**src/rtl/pxu_pkg.sv**
```systemverilog
package pxu_pkg;

  localparam int WORD_W = 32;
  localparam int SLOT_W = 5;

  typedef enum logic [2:0] {
    DEP_1B  = 3'd0,
    DEP_2B  = 3'd1,
    DEP_4B  = 3'd2,
    DEP_8B  = 3'd3,
    DEP_16B = 3'd4,
    DEP_32B = 3'd5,
    DEP_565 = 3'd6,
    DEP_444 = 3'd7
  } depth_e;

  typedef enum logic [2:0] {
    FMT_INDEX,
    FMT_5551,
    FMT_565,
    FMT_444,
    FMT_888
  } fmt_e;

  typedef struct packed {
    fmt_e              fmt;
    logic              swap_rb;
    logic              be_byte;
    logic              be_pix;
    logic [2:0]        lw;        // log2 of pixel width
    logic [SLOT_W-1:0] last_slot; // pixels per word minus one
  } mode_t;

  function automatic logic [2:0] depth_lw(depth_e d);
    case (d)
      DEP_1B:  return 3'd0;
      DEP_2B:  return 3'd1;
      DEP_4B:  return 3'd2;
      DEP_8B:  return 3'd3;
      DEP_32B: return 3'd5;
      default: return 3'd4;
    endcase
  endfunction

  function automatic logic [SLOT_W-1:0] lw_last_slot(logic [2:0] lw);
    logic [5:0] cnt;
    cnt = 6'd32 >> lw;
    return SLOT_W'(cnt - 6'd1);
  endfunction

  // Bit offset of pixel k: linear offset k*W, reflected inside the word
  // (byte order) or inside a byte (pixel order). W is a power of two,
  // so the reflection is an XOR with (span - W).
  function automatic logic [5:0] slot_shift(logic [SLOT_W-1:0] k, logic [2:0] lw,
                                            logic be_byte, logic be_pix);
    logic [5:0] lin;
    logic [5:0] w;
    lin = {1'b0, k} << lw;
    w   = 6'd1 << lw;
    if (be_byte)
      return lin ^ (6'd32 - w);
    else if (be_pix && (lw < 3'd3))
      return lin ^ (6'd8 - w);
    else
      return lin;
  endfunction

  function automatic logic [23:0] slot_value(logic [WORD_W-1:0] word, logic [5:0] sh,
                                             logic [2:0] lw);
    logic [WORD_W-1:0] s;
    logic [WORD_W-1:0] m;
    s = word >> sh;
    m = ~({WORD_W{1'b1}} << (6'd1 << lw));
    return s[23:0] & m[23:0];
  endfunction

  function automatic logic [7:0] widen4(logic [3:0] x);
    return {x, 4'b0000};
  endfunction

  function automatic logic [7:0] widen5(logic [4:0] x);
    return {x, 3'b000};
  endfunction

  function automatic logic [7:0] widen6(logic [5:0] x);
    return {x, 2'b00};
  endfunction

endpackage

```
**src/rtl/pxu_decode.sv**
```systemverilog
module pxu_decode
  import pxu_pkg::*;
#(
  parameter int COL_W = 12,
  localparam int LB_W = COL_W + 2
) (
  input  logic             en,
  input  logic             pwr,
  input  logic [2:0]       depth,
  input  logic             bgr,
  input  logic             be_byte,
  input  logic             be_pix,
  input  logic [1:0]       mux_sel,
  input  logic             native565,
  input  logic [COL_W-1:0] cols,
  output mode_t            mode,
  output logic             active,
  output logic [LB_W-1:0]  line_bytes
);

  depth_e d;
  logic   code_ok;

  assign d       = depth_e'(depth);
  assign code_ok = native565 || (d != DEP_565 && d != DEP_444);
  assign active  = en && pwr && code_ok;

  function automatic logic [LB_W-1:0] bytes_per_line(depth_e dd, logic [COL_W-1:0] c);
    logic [LB_W-1:0] ext;
    ext = {2'b00, c};
    case (dd)
      DEP_1B:  return ext >> 3;
      DEP_2B:  return ext >> 2;
      DEP_4B:  return ext >> 1;
      DEP_8B:  return ext;
      DEP_32B: return ext << 2;
      default: return ext << 1;
    endcase
  endfunction

  assign line_bytes = bytes_per_line(d, cols);

  always_comb begin
    mode.lw        = depth_lw(d);
    mode.last_slot = lw_last_slot(mode.lw);
    mode.be_byte   = be_byte;
    mode.be_pix    = be_pix && !be_byte;
    mode.swap_rb   = bgr;
    case (d)
      DEP_32B: mode.fmt = FMT_888;
      DEP_565: mode.fmt = FMT_565;
      DEP_444: mode.fmt = FMT_444;
      DEP_16B: begin
        if (native565 || mux_sel == 2'd1) begin
          mode.fmt = FMT_5551;
        end else begin
          mode.fmt = FMT_565;
          if (mux_sel == 2'd3) mode.swap_rb = 1'b1;
        end
      end
      default: mode.fmt = FMT_INDEX;
    endcase
  end

endmodule

```
**src/rtl/pxu_slicer.sv**
```systemverilog
module pxu_slicer
  import pxu_pkg::*;
(
  input  logic              clk,
  input  logic              rst_n,
  input  logic              active,
  input  logic [SLOT_W-1:0] last_slot,
  input  logic              in_valid,
  output logic              in_ready,
  input  logic [WORD_W-1:0] in_word,
  output logic              out_valid,
  input  logic              out_ready,
  output logic [WORD_W-1:0] word_q,
  output logic [SLOT_W-1:0] slot_q
);

  logic full_q;
  logic load_evt;
  logic adv_evt;
  logic last_evt;

  assign in_ready  = active && !full_q;
  assign out_valid = active && full_q;
  assign load_evt  = in_valid && in_ready;
  assign adv_evt   = out_valid && out_ready;
  assign last_evt  = adv_evt && (slot_q == last_slot);

  always_ff @(posedge clk) begin
    if (!rst_n) begin
      full_q <= 1'b0;
      slot_q <= '0;
      word_q <= '0;
    end else if (!active) begin
      full_q <= 1'b0;
    end else if (load_evt) begin
      full_q <= 1'b1;
      slot_q <= '0;
      word_q <= in_word;
    end else if (last_evt) begin
      full_q <= 1'b0;
    end else if (adv_evt) begin
      slot_q <= slot_q + 1'b1;
    end
  end

  assert_load_starts_R3: assert property (@(posedge clk) disable iff (!rst_n)
    load_evt |=> (full_q && slot_q == '0));

  assert_stall_holds_R3: assert property (@(posedge clk) disable iff (!rst_n)
    (full_q && active && !out_ready) |=> (full_q && $stable(slot_q)));

  assert_word_kept_R2: assert property (@(posedge clk) disable iff (!rst_n)
    full_q |=> $stable(word_q));

  assert_last_frees_R2: assert property (@(posedge clk) disable iff (!rst_n)
    last_evt |=> !full_q);

  assert_off_drops_R1: assert property (@(posedge clk) disable iff (!rst_n)
    !active |=> !full_q);

endmodule

```
**src/rtl/pxu_colour.sv**
```systemverilog
module pxu_colour
  import pxu_pkg::*;
(
  input  mode_t       mode,
  input  logic [23:0] pix,
  output logic        indexed,
  output logic [7:0]  index,
  output logic [7:0]  r,
  output logic [7:0]  g,
  output logic [7:0]  b
);

  logic [7:0] lo_c;
  logic [7:0] hi_c;

  always_comb begin
    indexed = 1'b0;
    index   = 8'h00;
    lo_c    = 8'h00;
    g       = 8'h00;
    hi_c    = 8'h00;
    case (mode.fmt)
      FMT_INDEX: begin
        indexed = 1'b1;
        index   = pix[7:0];
      end
      FMT_5551: begin
        lo_c = widen5(pix[4:0]);
        g    = widen5(pix[9:5]);
        hi_c = widen5(pix[14:10]);
      end
      FMT_565: begin
        lo_c = widen5(pix[4:0]);
        g    = widen6(pix[10:5]);
        hi_c = widen5(pix[15:11]);
      end
      FMT_444: begin
        lo_c = widen4(pix[3:0]);
        g    = widen4(pix[7:4]);
        hi_c = widen4(pix[11:8]);
      end
      FMT_888: begin
        lo_c = pix[7:0];
        g    = pix[15:8];
        hi_c = pix[23:16];
      end
      default: ;
    endcase
    r = mode.swap_rb ? hi_c : lo_c;
    b = mode.swap_rb ? lo_c : hi_c;
  end

endmodule

```
**src/rtl/pxl_unpack.sv**
```systemverilog
module pxl_unpack
  import pxu_pkg::*;
#(
  parameter int COL_W = 12
) (
  input  logic               clk,
  input  logic               rst_n,
  input  logic               ctl_en,
  input  logic               ctl_power,
  input  logic [2:0]         ctl_depth,
  input  logic               ctl_bgr,
  input  logic               ctl_be_byte,
  input  logic               ctl_be_pix,
  input  logic [1:0]         mux_sel,
  input  logic               native565,
  input  logic [COL_W-1:0]   line_cols,
  output logic [COL_W+1:0]   line_bytes,
  input  logic               in_valid,
  output logic               in_ready,
  input  logic [31:0]        in_word,
  output logic               out_valid,
  input  logic               out_ready,
  output logic               out_indexed,
  output logic [7:0]         out_index,
  output logic [7:0]         out_r,
  output logic [7:0]         out_g,
  output logic [7:0]         out_b
);

  mode_t             mode;
  logic              active_w;
  logic [WORD_W-1:0] word_q;
  logic [SLOT_W-1:0] slot_q;
  logic [5:0]        shift_w;
  logic [23:0]       pix_w;

  pxu_decode #(.COL_W(COL_W)) u_decode (
    .en         (ctl_en),
    .pwr        (ctl_power),
    .depth      (ctl_depth),
    .bgr        (ctl_bgr),
    .be_byte    (ctl_be_byte),
    .be_pix     (ctl_be_pix),
    .mux_sel    (mux_sel),
    .native565  (native565),
    .cols       (line_cols),
    .mode       (mode),
    .active     (active_w),
    .line_bytes (line_bytes)
  );

  pxu_slicer u_slicer (
    .clk       (clk),
    .rst_n     (rst_n),
    .active    (active_w),
    .last_slot (mode.last_slot),
    .in_valid  (in_valid),
    .in_ready  (in_ready),
    .in_word   (in_word),
    .out_valid (out_valid),
    .out_ready (out_ready),
    .word_q    (word_q),
    .slot_q    (slot_q)
  );

  assign shift_w = slot_shift(slot_q, mode.lw, mode.be_byte, mode.be_pix);
  assign pix_w   = slot_value(word_q, shift_w, mode.lw);

  pxu_colour u_colour (
    .mode    (mode),
    .pix     (pix_w),
    .indexed (out_indexed),
    .index   (out_index),
    .r       (out_r),
    .g       (out_g),
    .b       (out_b)
  );

  assert_index_dark_R7: assert property (@(posedge clk) disable iff (!rst_n)
    out_indexed |-> (out_r == 8'h00 && out_g == 8'h00 && out_b == 8'h00));

  assert_bad_code_idle_R1: assert property (@(posedge clk) disable iff (!rst_n)
    (!native565 && ctl_depth[2:1] == 2'b11) |-> (!in_ready && !out_valid));

  assert_colour_no_index_R7: assert property (@(posedge clk) disable iff (!rst_n)
    !out_indexed |-> (out_index == 8'h00));

endmodule

```
**config.mk**
```make
export PLATFORM = sky130hd
export DESIGN_NAME = pxl_unpack
export DESIGN_NICKNAME = d
export VERILOG_FILES = /design/src/rtl/pxu_pkg.sv /design/src/rtl/pxu_decode.sv /design/src/rtl/pxu_slicer.sv /design/src/rtl/pxu_colour.sv /design/src/rtl/pxl_unpack.sv
export SDC_FILE = /design/constraint.sdc
export NUM_CORES = 1
export LEC_CHECK = 0
export BUFFER_PORTS_ARGS = -buffer_cell sky130_fd_sc_hd__buf_2
export CORE_ASPECT_RATIO = 1.75
export CORE_MARGIN = 5
export CORE_UTILIZATION = 45
export CTS_CLUSTER_DIAMETER = 60
export DETAILED_ROUTE_END_ITERATION = 8
export HOLD_SLACK_MARGIN = 0.08
export PLACE_DENSITY = 0.68
export RECOVER_POWER = 50
export SYNTH_ARGS = -nofsm -noshare
export SYNTH_HDL_FRONTEND = slang
export SYNTH_SLANG_ARGS = --single-unit
```
**constraint.sdc**
```tcl
create_clock -name clk -period 6.78 [get_ports clk]
set_clock_uncertainty 0.1 [all_clocks]
set_input_delay 0.678 -clock clk [delete_from_list [all_inputs] [get_ports clk]]
set_output_delay 0.678 -clock clk [all_outputs]
set_load 0.005 [all_outputs]
```
==> impl_metrics.ini <==
[critical_path]
endpoint_kind = output port
endpoint_of_the_worst_setup_timing_path = out_r[5]
reg2reg_to = u_slicer.slot_q[3]
timing.critical_path.arrival_ns = 5.16
worst_path_max_delay_cell = clkbuf_1
crit_fanout = 27
worstSetupStartpoint = ctl_depth[0]
r2r_start = u_slicer.full_q
r2r_setup_slack_ns = 4.27
path_cells = buf_2 > clkbuf_1 > mux2_2 > o2bb2ai_1 > nand4_1 > nand2_2 > mux2_2 > o21ai_0 > a21oi_1 > a221oi_1 > mux2i_1 > buf_2
crit_path_max_cell_delay_ns = 0.83
critical_path_type = input pin to output port
rr_worst_depth = 5
setup.worst_path.start_class = input pin
worstPathRequired_ns = 6.00

[final_layout]
fillCellCount = 1158
drive_above_1_share = 0.228
area_growth_pct = 12.3
layout.cells.most_common = nand2_1
mostFrequentLayoutCells = nand2_1 (107), buf_2 (100), mux2i_1 (59)
final_design_area_no_fill_sq_um = 5700
finish.utilization = 0.513
fin_cells = 885
design.final.nets = 815
multi_input_area_sq_um = 3960
final-seq-area_sq_um = 761
diodes = 0

[sta]
timing.final.ws_setup_ns = 0.842
relSlewSlack = -0.110
finalMaxSlewViolations = 36
tns_ns = 0
transition_time_at_the_pin_with_the_least_slew_margin_ns = 1.66
timing_hold_violations_final = 0
fin_hold_ws_ns = 0.369
max_freq_ghz = 0.168
grt_setup_unrepaired = no
period_needed_ns = 5.94
final_min_period_over_clock_period = 0.876
setup_viol_count_final = 0

[placement]
pre_cts_slack_ns = 1.43
place_inst = 877
globalplace.congestion = 0.975
port_buffers = 107
postPlaceCellArea_sq_um = 5570
place.detailed.hpwl_mm = 14.4

[drt]
drc = 0
via_count = 5583
route.detailed.wl_per_inst_um = 20.4
drt_wl_total_mm = 18.1
ant_nets = 0
drt_pass1_iterations = 5
initial_detailed_routing_violation_count = 373
vias_per_cell = 6.31

[outcome]
run_status = complete, but fails checks
failed_checks = max-capacitance violations, max-slew violations

[pwr]
leakagePower_nw = 2.55
fin_total_pwr_mw = 0.750
vdd_ir_drop_max_v = 0.000153
power_density_over_the_cells_nw_per_um2 = 132

[clock_tree]
cts_tree = built
cts_max_path_buffers = 2
clkTransAtPathRegs_ns = 0.06
number_of_clock_sinks_seen_by_cts = 38
worstSkewPairLatency_ns = 0.28
htree_levels = 2
cts_inserted_buffers = 5
ctsHoldBuffers = 0
clockRootBuffer = clkbuf_16
post_cts_resized = 0
post-cts-setup-buffers = 0

[yosys]
synthDistinctLibCells = 76
syn_area_sq_um = 5070
synth_sequential_area_ratio = 0.150
synth_edf_count = 0
async_flop_share = 0
yosys_warnings = 0
ys_ff_latch = 38
ys.flop_type = dfxtp_1
syn-mean-instance-area_sq_um = 7.39
mappedNetlistNets = 749
mapped_cells = 686

[global_routing]
vias_in_the_first_global_route = 5439
wire_length_of_the_first_global_routing_pass_mm = 28.3
initial_antenna_violation_count = 0
grt_util_all_layers = 0.256
grt_start_max_net_pins = 41
globalRouteOverflowTotal = 0

[run]
maxCapViolations = 1

[die]
core_area_sq_um = 11100
die_outline_height_um = 150
design.die.area_sq_um = 13600
pin_count = 108
width_of_the_die_um = 90.2
placementRows = 51
initial_util = 0.457

[hold_path]
hold_path.class = register to register
worst_hold_path.num_cells = 2
min-delay-start = u_slicer.word_q[0]
-- critical path: cells and delay by family --
| family | cells | cell delay, ns |
|---|---|---|
| buffers and inverters | 3 | 1.42 |
| multiplexers | 3 | 0.98 |
| AO/OA/AOI/OAI | 4 | 1.38 |
| AND/OR/NAND/NOR | 2 | 0.68 |
-- per-layer routing --
layer,GRT usage,vias up,share of wire
met4,0.172,0,0.061
met1,0.260,2603,0.36
met3,0.0320,65,0.053
li1,-,2682,-
met2,0.480,233,0.52
met5,0,-,0
-- sequential cells by signal, indices dropped and copies added, names as in the netlist --
name             count
u_slicer.word_q     32
u_slicer.full_q      1
u_slicer.slot_q      5
-- kinds of logic (layout without fill, tap and decap cells) --
kind of cell	after synthesis	after routing	share of synthesized area
buf+inv	76	143	0.0688
xor+xnor	10	10	0.0173
simple gates	240	240	0.218
flops	38	38	0.150
mux	98	98	0.218
compound gates	220	220	0.318
fa+ha+maj	4	4	0.00987
-- worst min path at each step --
| stage | end |
|---|---|
| 4_1_cts | u_slicer.word_q[0] |
| 6_report | u_slicer.word_q[0] |
| 3_5_place_dp | u_slicer.word_q[0] |
| 5_1_grt | u_slicer.word_q[4] |
| 3_3_place_gp | u_slicer.word_q[0] |
| 2_1_floorplan | u_slicer.word_q[0] |
-- area by class of cell --
class / count / area share
Clock inverter: 2 / 0.00220
Clock buffer: 6 / 0.0244
Multi-Input combinational cell: 572 / 0.695
Timing Repair Buffer: 117 / 0.104
Sequential cell: 38 / 0.134
Tap cell: 132 / 0.0290
Inverter: 18 / 0.0119
-- cell usage after synthesis, types with 3 or more instances --
| library cell | count | area, sq um |
|---|---|---|
| a21boi_0 | 36 | 270 |
| o211ai_1 | 15 | 113 |
| mux2_2 | 30 | 338 |
| a32oi_1 | 3 | 26.3 |
| xor2_1 | 6 | 52.6 |
| o21a_1 | 8 | 60.1 |
| a211oi_1 | 10 | 75.1 |
| o21ai_0 | 26 | 130 |
| nand3_1 | 18 | 90.1 |
| mux2i_1 | 59 | 591 |
| inv_1 | 17 | 63.8 |
| o221ai_1 | 3 | 26.3 |
| a211o_1 | 8 | 70.1 |
| a21o_1 | 9 | 67.6 |
| o2111ai_1 | 6 | 52.6 |
| nor4_1 | 3 | 18.8 |
| o211a_1 | 4 | 40.0 |
| nand2b_1 | 4 | 25.0 |
| o22ai_1 | 16 | 100 |
| and2_1 | 8 | 50.1 |
| a21oi_1 | 25 | 125 |
| nand2_1 | 107 | 402 |
| nor2b_1 | 7 | 43.8 |
| ha_1 | 4 | 50.1 |
| buf_6 | 5 | 56.3 |
| nand4_1 | 9 | 56.3 |
| clkbuf_1 | 30 | 113 |
| buf_2 | 13 | 65.1 |
| xnor2_1 | 4 | 35.0 |
| mux4_2 | 5 | 113 |
| buf_1 | 6 | 22.5 |
| o31ai_1 | 10 | 75.1 |
| a221oi_1 | 4 | 35.0 |
| nor2_1 | 55 | 206 |
| dfxtp_1 | 38 | 761 |
| nor3_1 | 6 | 30.0 |
| a31oi_1 | 5 | 31.3 |
| and3_1 | 6 | 37.5 |
| a22oi_1 | 9 | 67.6 |
| o2bb2ai_1 | 3 | 26.3 |
-- power breakdown --
part / total, mW / switching [mW] / internal [mW] / leakage (nW)
clock network: 0.236 / 0.0902 / 0.145 / 0.0729
logic: 0.279 / 0.173 / 0.107 / 2.17
registers: 0.235 / 0.00549 / 0.230 / 0.308
(Power assumes the default switching activity.)
